===== src/rtl/dmr_pkg.sv =====
package dmr_pkg;

   typedef enum logic [2:0] {
      ST_CMD = 3'd0,
      ST_AHI = 3'd1,
      ST_ALO = 3'd2,
      ST_BUS = 3'd3,
      ST_RHI = 3'd4,
      ST_ILL = 3'd5
   } sq_state_t;

endpackage


===== src/rtl/dmr_frame_shift.sv =====
module dmr_frame_shift #(
   parameter int DATA_W = 16
) (
   input  logic              clk,
   input  logic              rst_n,
   input  logic              shift_en,
   input  logic              host_bit,
   input  logic [DATA_W:0]   reply,
   output logic              dev_bit,
   output logic              frame_start,
   output logic              frame_done,
   output logic [DATA_W-1:0] rx_word
);
   localparam int FRAME_W = DATA_W + 1;
   localparam int CNT_W   = $clog2(FRAME_W + 1);
   localparam logic [CNT_W-1:0] LAST = CNT_W'(FRAME_W - 1);

   logic [CNT_W-1:0]  cnt_q;
   logic [DATA_W:0]   tx_q;
   logic [DATA_W-1:0] rx_q;

   assign frame_start = shift_en && (cnt_q == '0);
   assign frame_done  = shift_en && (cnt_q == LAST);
   assign dev_bit     = (cnt_q == '0) ? reply[DATA_W] : tx_q[DATA_W];
   assign rx_word     = {rx_q[DATA_W-2:0], host_bit};

   always_ff @(posedge clk) begin
      if (!rst_n) begin
         cnt_q <= '0;
         tx_q  <= '0;
         rx_q  <= '0;
      end else if (shift_en) begin
         cnt_q <= (cnt_q == LAST) ? '0 : cnt_q + CNT_W'(1);
         rx_q  <= {rx_q[DATA_W-2:0], host_bit};
         if (cnt_q == '0) tx_q <= {reply[DATA_W-1:0], 1'b0};
         else             tx_q <= {tx_q[DATA_W-1:0], 1'b0};
      end
   end

   // the bit counter never leaves the frame
   p_cnt_range_r2: assert property (@(posedge clk) disable iff (!rst_n)
      cnt_q <= LAST);
   // a frame ends only after a run of pulses, never right after its start
   p_start_not_done_r2: assert property (@(posedge clk) disable iff (!rst_n)
      frame_start |-> !frame_done);
endmodule


===== src/rtl/dmr_bus_port.sv =====
module dmr_bus_port #(
   parameter int ADDR_W = 32
) (
   input  logic              clk,
   input  logic              rst_n,
   input  logic              go,
   input  logic [ADDR_W-1:0] go_addr,
   input  logic              ack,
   input  logic              err,
   output logic              req,
   output logic [ADDR_W-1:0] addr
);
   always_ff @(posedge clk) begin
      if (!rst_n) begin
         req  <= 1'b0;
         addr <= '0;
      end else if (req && (ack || err)) begin
         req <= 1'b0;
      end else if (go) begin
         req  <= 1'b1;
         addr <= go_addr;
      end
   end

   // request and address held until the memory answers
   p_req_hold_r6: assert property (@(posedge clk) disable iff (!rst_n)
      (req && !ack && !err) |=> (req && $stable(addr)));
   // request withdrawn the cycle after completion
   p_req_drop_r6: assert property (@(posedge clk) disable iff (!rst_n)
      (req && (ack || err)) |=> !req);
endmodule


===== src/rtl/dmr_cmd_seq.sv =====
module dmr_cmd_seq
   import dmr_pkg::*;
#(
   parameter int               DATA_W   = 16,
   parameter int               ADDR_W   = 32,
   parameter logic [DATA_W-1:0] READ_OP = 16'h1980,
   parameter bit               ERR_WINS = 1'b1
) (
   input  logic              clk,
   input  logic              rst_n,
   input  logic              frame_start,
   input  logic              frame_done,
   input  logic [DATA_W-1:0] rx_word,
   input  logic              bus_req,
   input  logic              bus_ack,
   input  logic              bus_err,
   input  logic [ADDR_W-1:0] bus_rdata,
   output logic [DATA_W:0]   reply,
   output logic              rd_go,
   output logic [ADDR_W-1:0] rd_addr
);
   localparam int REPLY_W = DATA_W + 1;
   localparam logic [REPLY_W-1:0] NR_CODE   = {1'b1, {DATA_W{1'b0}}};
   localparam logic [REPLY_W-1:0] BERR_CODE = {1'b1, {(DATA_W-1){1'b0}}, 1'b1};
   localparam logic [REPLY_W-1:0] ILL_CODE  = {REPLY_W{1'b1}};
   localparam logic [REPLY_W-1:0] DONE_CODE = {1'b0, {DATA_W{1'b1}}};

   sq_state_t         state_q;
   logic [REPLY_W-1:0] reply_q;
   logic [DATA_W-1:0] addr_hi_q;
   logic [DATA_W-1:0] res_lo_q;
   logic              discard_q;
   logic              fin_ok, fin_bad;
   logic              accept, is_rd;

   generate
      if (ERR_WINS) begin : g_err_wins
         assign fin_bad = bus_err;
         assign fin_ok  = bus_ack & ~bus_err;
      end else begin : g_ack_wins
         assign fin_ok  = bus_ack;
         assign fin_bad = bus_err & ~bus_ack;
      end
   endgenerate

   assign accept  = frame_done && !discard_q;
   assign is_rd   = (rx_word == READ_OP);
   assign rd_go   = accept && (state_q == ST_ALO);
   assign rd_addr = {addr_hi_q, rx_word};
   assign reply   = reply_q;

   always_ff @(posedge clk) begin
      if (!rst_n) begin
         state_q   <= ST_CMD;
         reply_q   <= DONE_CODE;
         addr_hi_q <= '0;
         res_lo_q  <= '0;
         discard_q <= 1'b0;
      end else begin
         if (frame_start) discard_q <= (state_q == ST_BUS);
         case (state_q)
            ST_BUS: begin
               if (fin_bad) begin
                  reply_q <= BERR_CODE;
                  state_q <= ST_CMD;
               end else if (fin_ok) begin
                  reply_q  <= {1'b0, bus_rdata[ADDR_W-1:DATA_W]};
                  res_lo_q <= bus_rdata[DATA_W-1:0];
                  state_q  <= ST_RHI;
               end
            end
            ST_CMD, ST_RHI: begin
               if (accept) begin
                  if (is_rd) begin
                     state_q <= ST_AHI;
                     reply_q <= (state_q == ST_RHI) ? {1'b0, res_lo_q} : NR_CODE;
                  end else begin
                     state_q <= ST_ILL;
                     reply_q <= ILL_CODE;
                  end
               end
            end
            ST_AHI: begin
               if (accept) begin
                  addr_hi_q <= rx_word;
                  reply_q   <= NR_CODE;
                  state_q   <= ST_ALO;
               end
            end
            ST_ALO: begin
               if (accept) begin
                  reply_q <= NR_CODE;
                  state_q <= ST_BUS;
               end
            end
            ST_ILL: begin
               if (accept) begin
                  reply_q <= NR_CODE;
                  state_q <= ST_CMD;
               end
            end
            default: state_q <= ST_CMD;
         endcase
      end
   end

   // a request only rises after the low address frame was accepted
   p_req_after_addr_r5: assert property (@(posedge clk) disable iff (!rst_n)
      $rose(bus_req) |-> $past(rd_go));
   // frames starting during the access see not-ready
   p_busy_reply_nr_r7: assert property (@(posedge clk) disable iff (!rst_n)
      (frame_start && state_q == ST_BUS) |-> (reply_q == NR_CODE));
   // the bus phase always runs with the request raised
   p_bus_has_req_r5: assert property (@(posedge clk) disable iff (!rst_n)
      (state_q == ST_BUS) |-> bus_req);
   // the illegal state always offers the illegal code
   p_ill_code_r4: assert property (@(posedge clk) disable iff (!rst_n)
      (state_q == ST_ILL) |-> (reply_q == ILL_CODE));
   generate
      if (ERR_WINS) begin : g_err_chk
         // an error completion yields the bus-error reply
         p_berr_reply_r10: assert property (@(posedge clk) disable iff (!rst_n)
            (state_q == ST_BUS && bus_err) |=> (reply_q == BERR_CODE));
      end
   endgenerate
endmodule


===== src/rtl/dbg_memrd_seq.sv =====
module dbg_memrd_seq #(
   parameter int               DATA_W   = 16,
   parameter int               ADDR_W   = 32,
   parameter logic [DATA_W-1:0] READ_OP = 16'h1980,
   parameter bit               ERR_WINS = 1'b1
) (
   input  logic              clk,
   input  logic              rst_n,
   input  logic              shift_en,
   input  logic              host_bit,
   output logic              dev_bit,
   output logic              read_req,
   output logic [ADDR_W-1:0] read_addr,
   input  logic [ADDR_W-1:0] read_data,
   input  logic              read_ack,
   input  logic              read_err
);
   generate
      if (DATA_W < 2) begin : g_bad_width
         $error("dbg_memrd_seq: DATA_W must be at least 2");
      end
      if (ADDR_W != 2 * DATA_W) begin : g_bad_addr
         $error("dbg_memrd_seq: ADDR_W must be twice DATA_W");
      end
   endgenerate

   logic [DATA_W:0]   reply;
   logic              frame_start, frame_done;
   logic [DATA_W-1:0] rx_word;
   logic              rd_go;
   logic [ADDR_W-1:0] rd_addr;

   dmr_frame_shift #(.DATA_W(DATA_W)) u_shift (
      .clk        (clk),
      .rst_n      (rst_n),
      .shift_en   (shift_en),
      .host_bit   (host_bit),
      .reply      (reply),
      .dev_bit    (dev_bit),
      .frame_start(frame_start),
      .frame_done (frame_done),
      .rx_word    (rx_word)
   );

   dmr_cmd_seq #(
      .DATA_W  (DATA_W),
      .ADDR_W  (ADDR_W),
      .READ_OP (READ_OP),
      .ERR_WINS(ERR_WINS)
   ) u_seq (
      .clk        (clk),
      .rst_n      (rst_n),
      .frame_start(frame_start),
      .frame_done (frame_done),
      .rx_word    (rx_word),
      .bus_req    (read_req),
      .bus_ack    (read_ack),
      .bus_err    (read_err),
      .bus_rdata  (read_data),
      .reply      (reply),
      .rd_go      (rd_go),
      .rd_addr    (rd_addr)
   );

   dmr_bus_port #(.ADDR_W(ADDR_W)) u_bus (
      .clk    (clk),
      .rst_n  (rst_n),
      .go     (rd_go),
      .go_addr(rd_addr),
      .ack    (read_ack),
      .err    (read_err),
      .req    (read_req),
      .addr   (read_addr)
   );
endmodule


===== config.mk =====
export PLATFORM = sky130hd
export DESIGN_NAME = dbg_memrd_seq
export DESIGN_NICKNAME = d
export VERILOG_FILES = /design/src/rtl/dmr_pkg.sv /design/src/rtl/dmr_frame_shift.sv /design/src/rtl/dmr_bus_port.sv /design/src/rtl/dmr_cmd_seq.sv /design/src/rtl/dbg_memrd_seq.sv
export SDC_FILE = /design/constraint.sdc
export NUM_CORES = 1
export LEC_CHECK = 0
export ABC_AREA = 1
export BUFFER_PORTS_ARGS = -buffer_cell sky130_fd_sc_hd__buf_4
export CORE_ASPECT_RATIO = 1.4
export CORE_UTILIZATION = 50
export CTS_BUF_LIST = sky130_fd_sc_hd__clkbuf_4 sky130_fd_sc_hd__clkbuf_8 sky130_fd_sc_hd__clkbuf_16
export CTS_CLUSTER_DIAMETER = 30
export CTS_CLUSTER_SIZE = 16
export DETAILED_ROUTE_END_ITERATION = 7
export PLACE_DENSITY = 0.7
export SYNTH_ARGS = -nofsm -noshare
export SYNTH_HDL_FRONTEND = slang
export SYNTH_HIERARCHICAL = 1
export SYNTH_SLANG_ARGS = --single-unit

===== constraint.sdc =====
create_clock -name clk -period 4.88 [get_ports clk]
set_clock_uncertainty 0.2 [all_clocks]
set_input_delay 0.244 -clock clk [delete_from_list [all_inputs] [get_ports clk]]
set_output_delay 0.244 -clock clk [all_outputs]
set_load 0.05 [all_outputs]

[After elaboration in Yosys (flattened, before gate mapping)]
Cells that the tools add are included.
Word-level totals
  bits in registers: 123
  output and inout bits: 34
  input bits: 38
Operators by class
  mux-type cells: 18
  reductions and logical operators: 18
  bitwise operators: 4
  equal/unequal tests: 13
  $add $sub $neg: 1
Operator list (count)
  17-bit two-way mux: 7
  17-bit case mux with 3 select lines: 1
  3-bit two-way mux: 7
  16-bit by 13-bit equality test with 1-bit output, second input constant: 1
  3-bit case mux with 5 select lines: 1
  2-bit by 1-bit != test with 1-bit output, second input constant: 5
  3-bit by 2-bit equality test with 1-bit output, second input constant: 2
  3-bit equality test, second input constant: 2
  5-bit by 1-bit adder with 5-bit output, second input constant: 1
  5-bit equality test, second input constant: 1
  1-bit logical AND: 5
  5-bit zero test: 1
  5-bit two-way mux: 1
  5-bit AND reduction: 1
  2-bit AND reduction: 2
  4-bit AND reduction: 1
  2-bit OR reduction: 2
  3-bit by 1-bit equality test with 1-bit output, second input constant: 1
  3-bit zero test: 1
  3-bit by 2-bit != test with 1-bit output, second input constant: 1
  1-bit inverter: 3
  3-bit AND reduction: 1
  3-bit nonzero test: 1
  3-bit OR reduction: 1
  other kinds (4): 4

[Logic depth before layout (Yosys ltp)]
  word-level depth: 5
  mapped depth: 14

[Hierarchy]
The synthesis kept the hierarchy.
By module, submodules not included
  dmr_cmd_seq: times used 1, cells each 348, area an instance 2528.7 um^2
  dmr_frame_shift: times used 1, cells each 242, area an instance 1712.9 um^2
  dmr_bus_port: times used 1, cells each 213, area an instance 1456.4 um^2

[Least setup slack after synthesis]
OpenSTA, ideal clock, no wires.
  kind: register to output
  from: reg u_shift.cnt_q[0]
  to: out dev_bit
  required time: 4.436 ns
  path slack: 2.656 ns
  arrival: 1.780 ns
  cell stages (with the launch flop): 8
  path buffers: 2
  path through: dfxtp_1 > inv_1 > ha_1 > buf_6 > nand3_4 > buf_6 > nor2_1 > a21oi_1
On the way
  longest elaborated chain between the ends: 2
Ends and longest elaborated chain
  from (decl): RTL line dmr_frame_shift.sv:18  | logic [CNT_W-1:0] cnt_q;
  from (signal assigned): RTL line dmr_frame_shift.sv:33  | cnt_q <= (cnt_q == LAST) ? '0 : cnt_q + CNT_W'(1);
  5-bit zero test: RTL line dmr_frame_shift.sv:24  | assign dev_bit = (cnt_q == '0) ? reply[DATA_W] : tx_q[DATA_W];
  1-bit two-way mux: RTL line dmr_frame_shift.sv:24
  to (decl): RTL line dbg_memrd_seq.sv:11  | output logic dev_bit,
No other way between the ends.

[Worst setup path in the final report]
  from: reg u_shift.cnt_q[0]
  to: reg u_bus.addr[7]
On the way
  longest elaborated chain between the ends: 5
Ends and longest elaborated chain
  5-bit equality test: RTL line dmr_frame_shift.sv:23  | assign frame_done = shift_en && (cnt_q == LAST);
  1-bit logical AND: RTL line dmr_frame_shift.sv:23
  net frame_done: RTL line dbg_memrd_seq.sv:28  | logic frame_start, frame_done;
  1-bit logical AND: RTL line dmr_cmd_seq.sv:46  | assign accept = frame_done && !discard_q;
  1-bit logical AND: RTL line dmr_cmd_seq.sv:48  | assign rd_go = accept && (state_q == ST_ALO);
  net rd_go: RTL line dbg_memrd_seq.sv:30  | logic rd_go;
  2-bit AND reduction (no source line)
  to (signal assigned): RTL line dmr_bus_port.sv:21  | addr <= go_addr;
  to (decl): RTL line dmr_bus_port.sv:11  | output logic [ADDR_W-1:0] addr
The timed path passes the listed nets, and every way through them passes these cells.
A chain may end at the register's enable or synchronous reset.

==> qor.csv <==
metric,value,unit
post_cts_buffers,0,
start_kind,register,
io_pins,72,
cts_sinks,122,
grt_overflow,0,
drt_iter0_drc,243,
comb_power_share,6.6,%
hold_path_class,primary input to register,
h-tree-depth,4,
drc,0,
postSynthAreaPerCell,7.096,um2
clock_latency,0.41,ns
start_util,51.90,%
slowest_delay,0.85,ns
routedWlPerCell,12.43,um
cts_tree,yes,
crit_path_cell_trace,"inv_1, ha_1, nand3_1, nor2_1, inv_1, nor2_1, inv_1, nor2_4, buf_4, a21oi_1, nor2_1",
hold_violations,0,
cts.path.max_buffers,2,
cp.required,5.02,ns
p_leak,3.029,nW
reg2reg_setup_slack,1.63,ns
layout.cells.most_common,nor2_1,
path_max_fanout,52,
p_clk_share,53.1,%
path_class,register to register,
n_antenna_cell,0,
busiest_layer,met2,
ys_ff_latch,122,
grt_pass1_vias,4690,
grt_max_degree,88,
p_sw,0.0005300,W
maxSlewViolCount,0,
nNetsFinal,904,
max_cap_viol_count,0,
cts-root-buf,clkbuf_16,
status,finished clean,
r2r-start,u_shift/cnt_q[0]$_SDFFE_PN0P_,
cpMaxStageDelayCell,nor2_4,
synthCells,803,
setup_viol,0,
grt_pass1_wl,21.25,mm
core,0.01098,mm2
drive_above_1_share,16.76,%
maxSlewHeadroom,26.96,%
clk_pin_slew_worst_paths,0.05,ns
vias,5012,
power_density,371.1,mW/mm2
fmax,0.3079,GHz
end_kind,register,
min_period,3.247,ns
die_y,128.3,um
synthesis.area,0.005698,mm2
wl,12.66,mm
layout_common_cells,"nor2_1, nand2_1, dfxtp_1",
synth_nets,843,
ir_worst_vdd,0.2449,mV
synth_cell_types,33,
netSwitchingFraction,20.51,%
dpl_worst_slack,1.704,ns
finalWorstSetupSlack,1.633,ns
r2r_end,u_bus/addr[7]$_SDFFE_PN0P_,
die_w,92.22,um
synth-seq-area-share,42.86,%
met3_usage,4.626,%
seq_power_share,40.3,%
n_fill_cell,973,
grt_usage,22.88,%
finalCritPeriodShare,66.54,%
area_growth,22.22,%
cp-startpoint,u_shift/cnt_q[0]$_SDFFE_PN0P_,
p_int,0.002055,W
fp.dieArea,0.01183,mm2
tightest_slew,1.093,ns
endpoint,u_bus/addr[7]$_SDFFE_PN0P_,
io_buffers,71,
r2r_cells,11,
vias_per_cell,4.923,
place.gp.congestion,0.8403,
antenna_found_initial,0,
use_met1,24.35,%
grt_setup_unrepaired,no,
firstDrtPassIters,4,
cp.arrival,3.39,ns
antenna_left,0,
numCtsBuffers,17,
rows,45,
yosys_warnings,6,
setup_tns,0,ns
met2_usage,42.10,%
dp_hpwl,8.296,mm
-- what timing repair did --
item,4_1_cts,5_1_grt
endpoints found under the hold margin,34,0
endpoints found under the setup margin,0,0
hold buffers,33,0
resized for setup,0,0
-- flip-flops by register name, summed over array words and instances (netlist names), 3 cells and up --
name,cells
u_seq/state_q,3
u_bus/addr,32
u_shift/rx_q,15
u_shift/tx_q,16
u_seq/addr_hi_q,16
u_shift/cnt_q,5
u_seq/res_lo_q,16
u_seq/reply,17
-- synthesized netlist by cell type (all sizes together) --
master / number / share of area (%)
nor3: 1 / 0.088
ha: 2 / 0.44
xor2: 2 / 0.31
nand3: 68 / 6.6
nand4: 17 / 1.9
buf: 47 / 6.2
inv: 73 / 4.9
o21ai: 54 / 4.8
clkbuf: 17 / 1.9
a21oi: 56 / 4.9
nand2: 156 / 11
nor2: 186 / 14
o211a: 1 / 0.18
clkinv: 1 / 0.066
dfxtp: 122 / 43
-- critical path: cells and delay by family, from the launching register on --
family	cells	cell delay, ns
compound gates	1	0.09
buf+inv	4	0.61
flops	1	0.33
simple gates	5	1.38
fa+ha+maj	1	0.57
-- worst min path at each step --
stage	start	end	slack, ns	cells past startpoint
detailed placement	u_seq/reply[0]$_SDFFE_PN1P_	u_seq/reply[0]$_SDFFE_PN1P_	0.25	2
floorplan	host_bit	u_shift/rx_q[0]$_SDFFE_PN0P_	0.18	2
finish	read_err	u_seq/state_q[2]$_SDFFE_PN0P_	0.07	4
global route	read_err	u_seq/state_q[2]$_SDFFE_PN0P_	0.08	4
global placement	u_seq/reply[0]$_SDFFE_PN1P_	u_seq/reply[0]$_SDFFE_PN1P_	0.25	2
CTS	read_err	u_seq/state_q[2]$_SDFFE_PN0P_	0.06	4
-- metrics by stage --
stage	std cells	util [%]	hold slack [ns]	power, W	instance area (um2)
finish	1018	63.43	0.06748	0.002585	6964
detailed placement	953	54.45	0.2527	0.001210	5978
global route	1018	63.43	0.08486	0.002674	6964
global placement	953	54.45	0.2505	0.001206	5978
CTS	1018	63.43	0.06403	0.002603	6964
floorplan	803	-	0.1789	0.001176	5698
-- cells by family (layout without fill, tap and decap cells) --
group | Yosys count | in the layout | share of synthesized area [%]
and+or+nand+nor | 428 | 428 | 33.36
buffers and inverters | 138 | 212 | 13.13
DFF | 122 | 122 | 42.86
AOI/OAI and AO/OA | 111 | 111 | 9.904
adders and majority gates | 2 | 2 | 0.4391
xor gates and xnor gates | 2 | 2 | 0.3075
-- metal layers --
| layer | wire length, um | up-vias |
|---|---|---|
| li1 | - | 2641 |
| met1 | 5146 | 2234 |
| met2 | 6756 | 104 |
| met3 | 331 | 33 |
| met4 | 420 | 0 |
| met5 | 0 | - |
-- power groups by stage --
stage                     logic, W  clock network (W)  registers [W]
final                     0.000171            0.00137        0.00104
after floorplan           0.000121                  0        0.00105
after CTS                 0.000170            0.00139        0.00104
after global placement    0.000145                  0        0.00106
after detailed placement  0.000148                  0        0.00106
after global routing      0.000191            0.00144        0.00104
-- cell type report --
cell class                      instances  area [um2]  share of cell area [%]
Clock buffer                           24       490.5                   7.043
Clock inverter                          8       165.2                   2.372
Inverter                               74       285.3                   4.096
Multi-Input combinational cell        543        2526                   36.27
Sequential cell                       122        2442                   35.07
Tap cell                              141       176.4                   2.533
Timing Repair Buffer                  106       878.3                   12.61
Note: power is estimated with default switching activity, not from simulation.
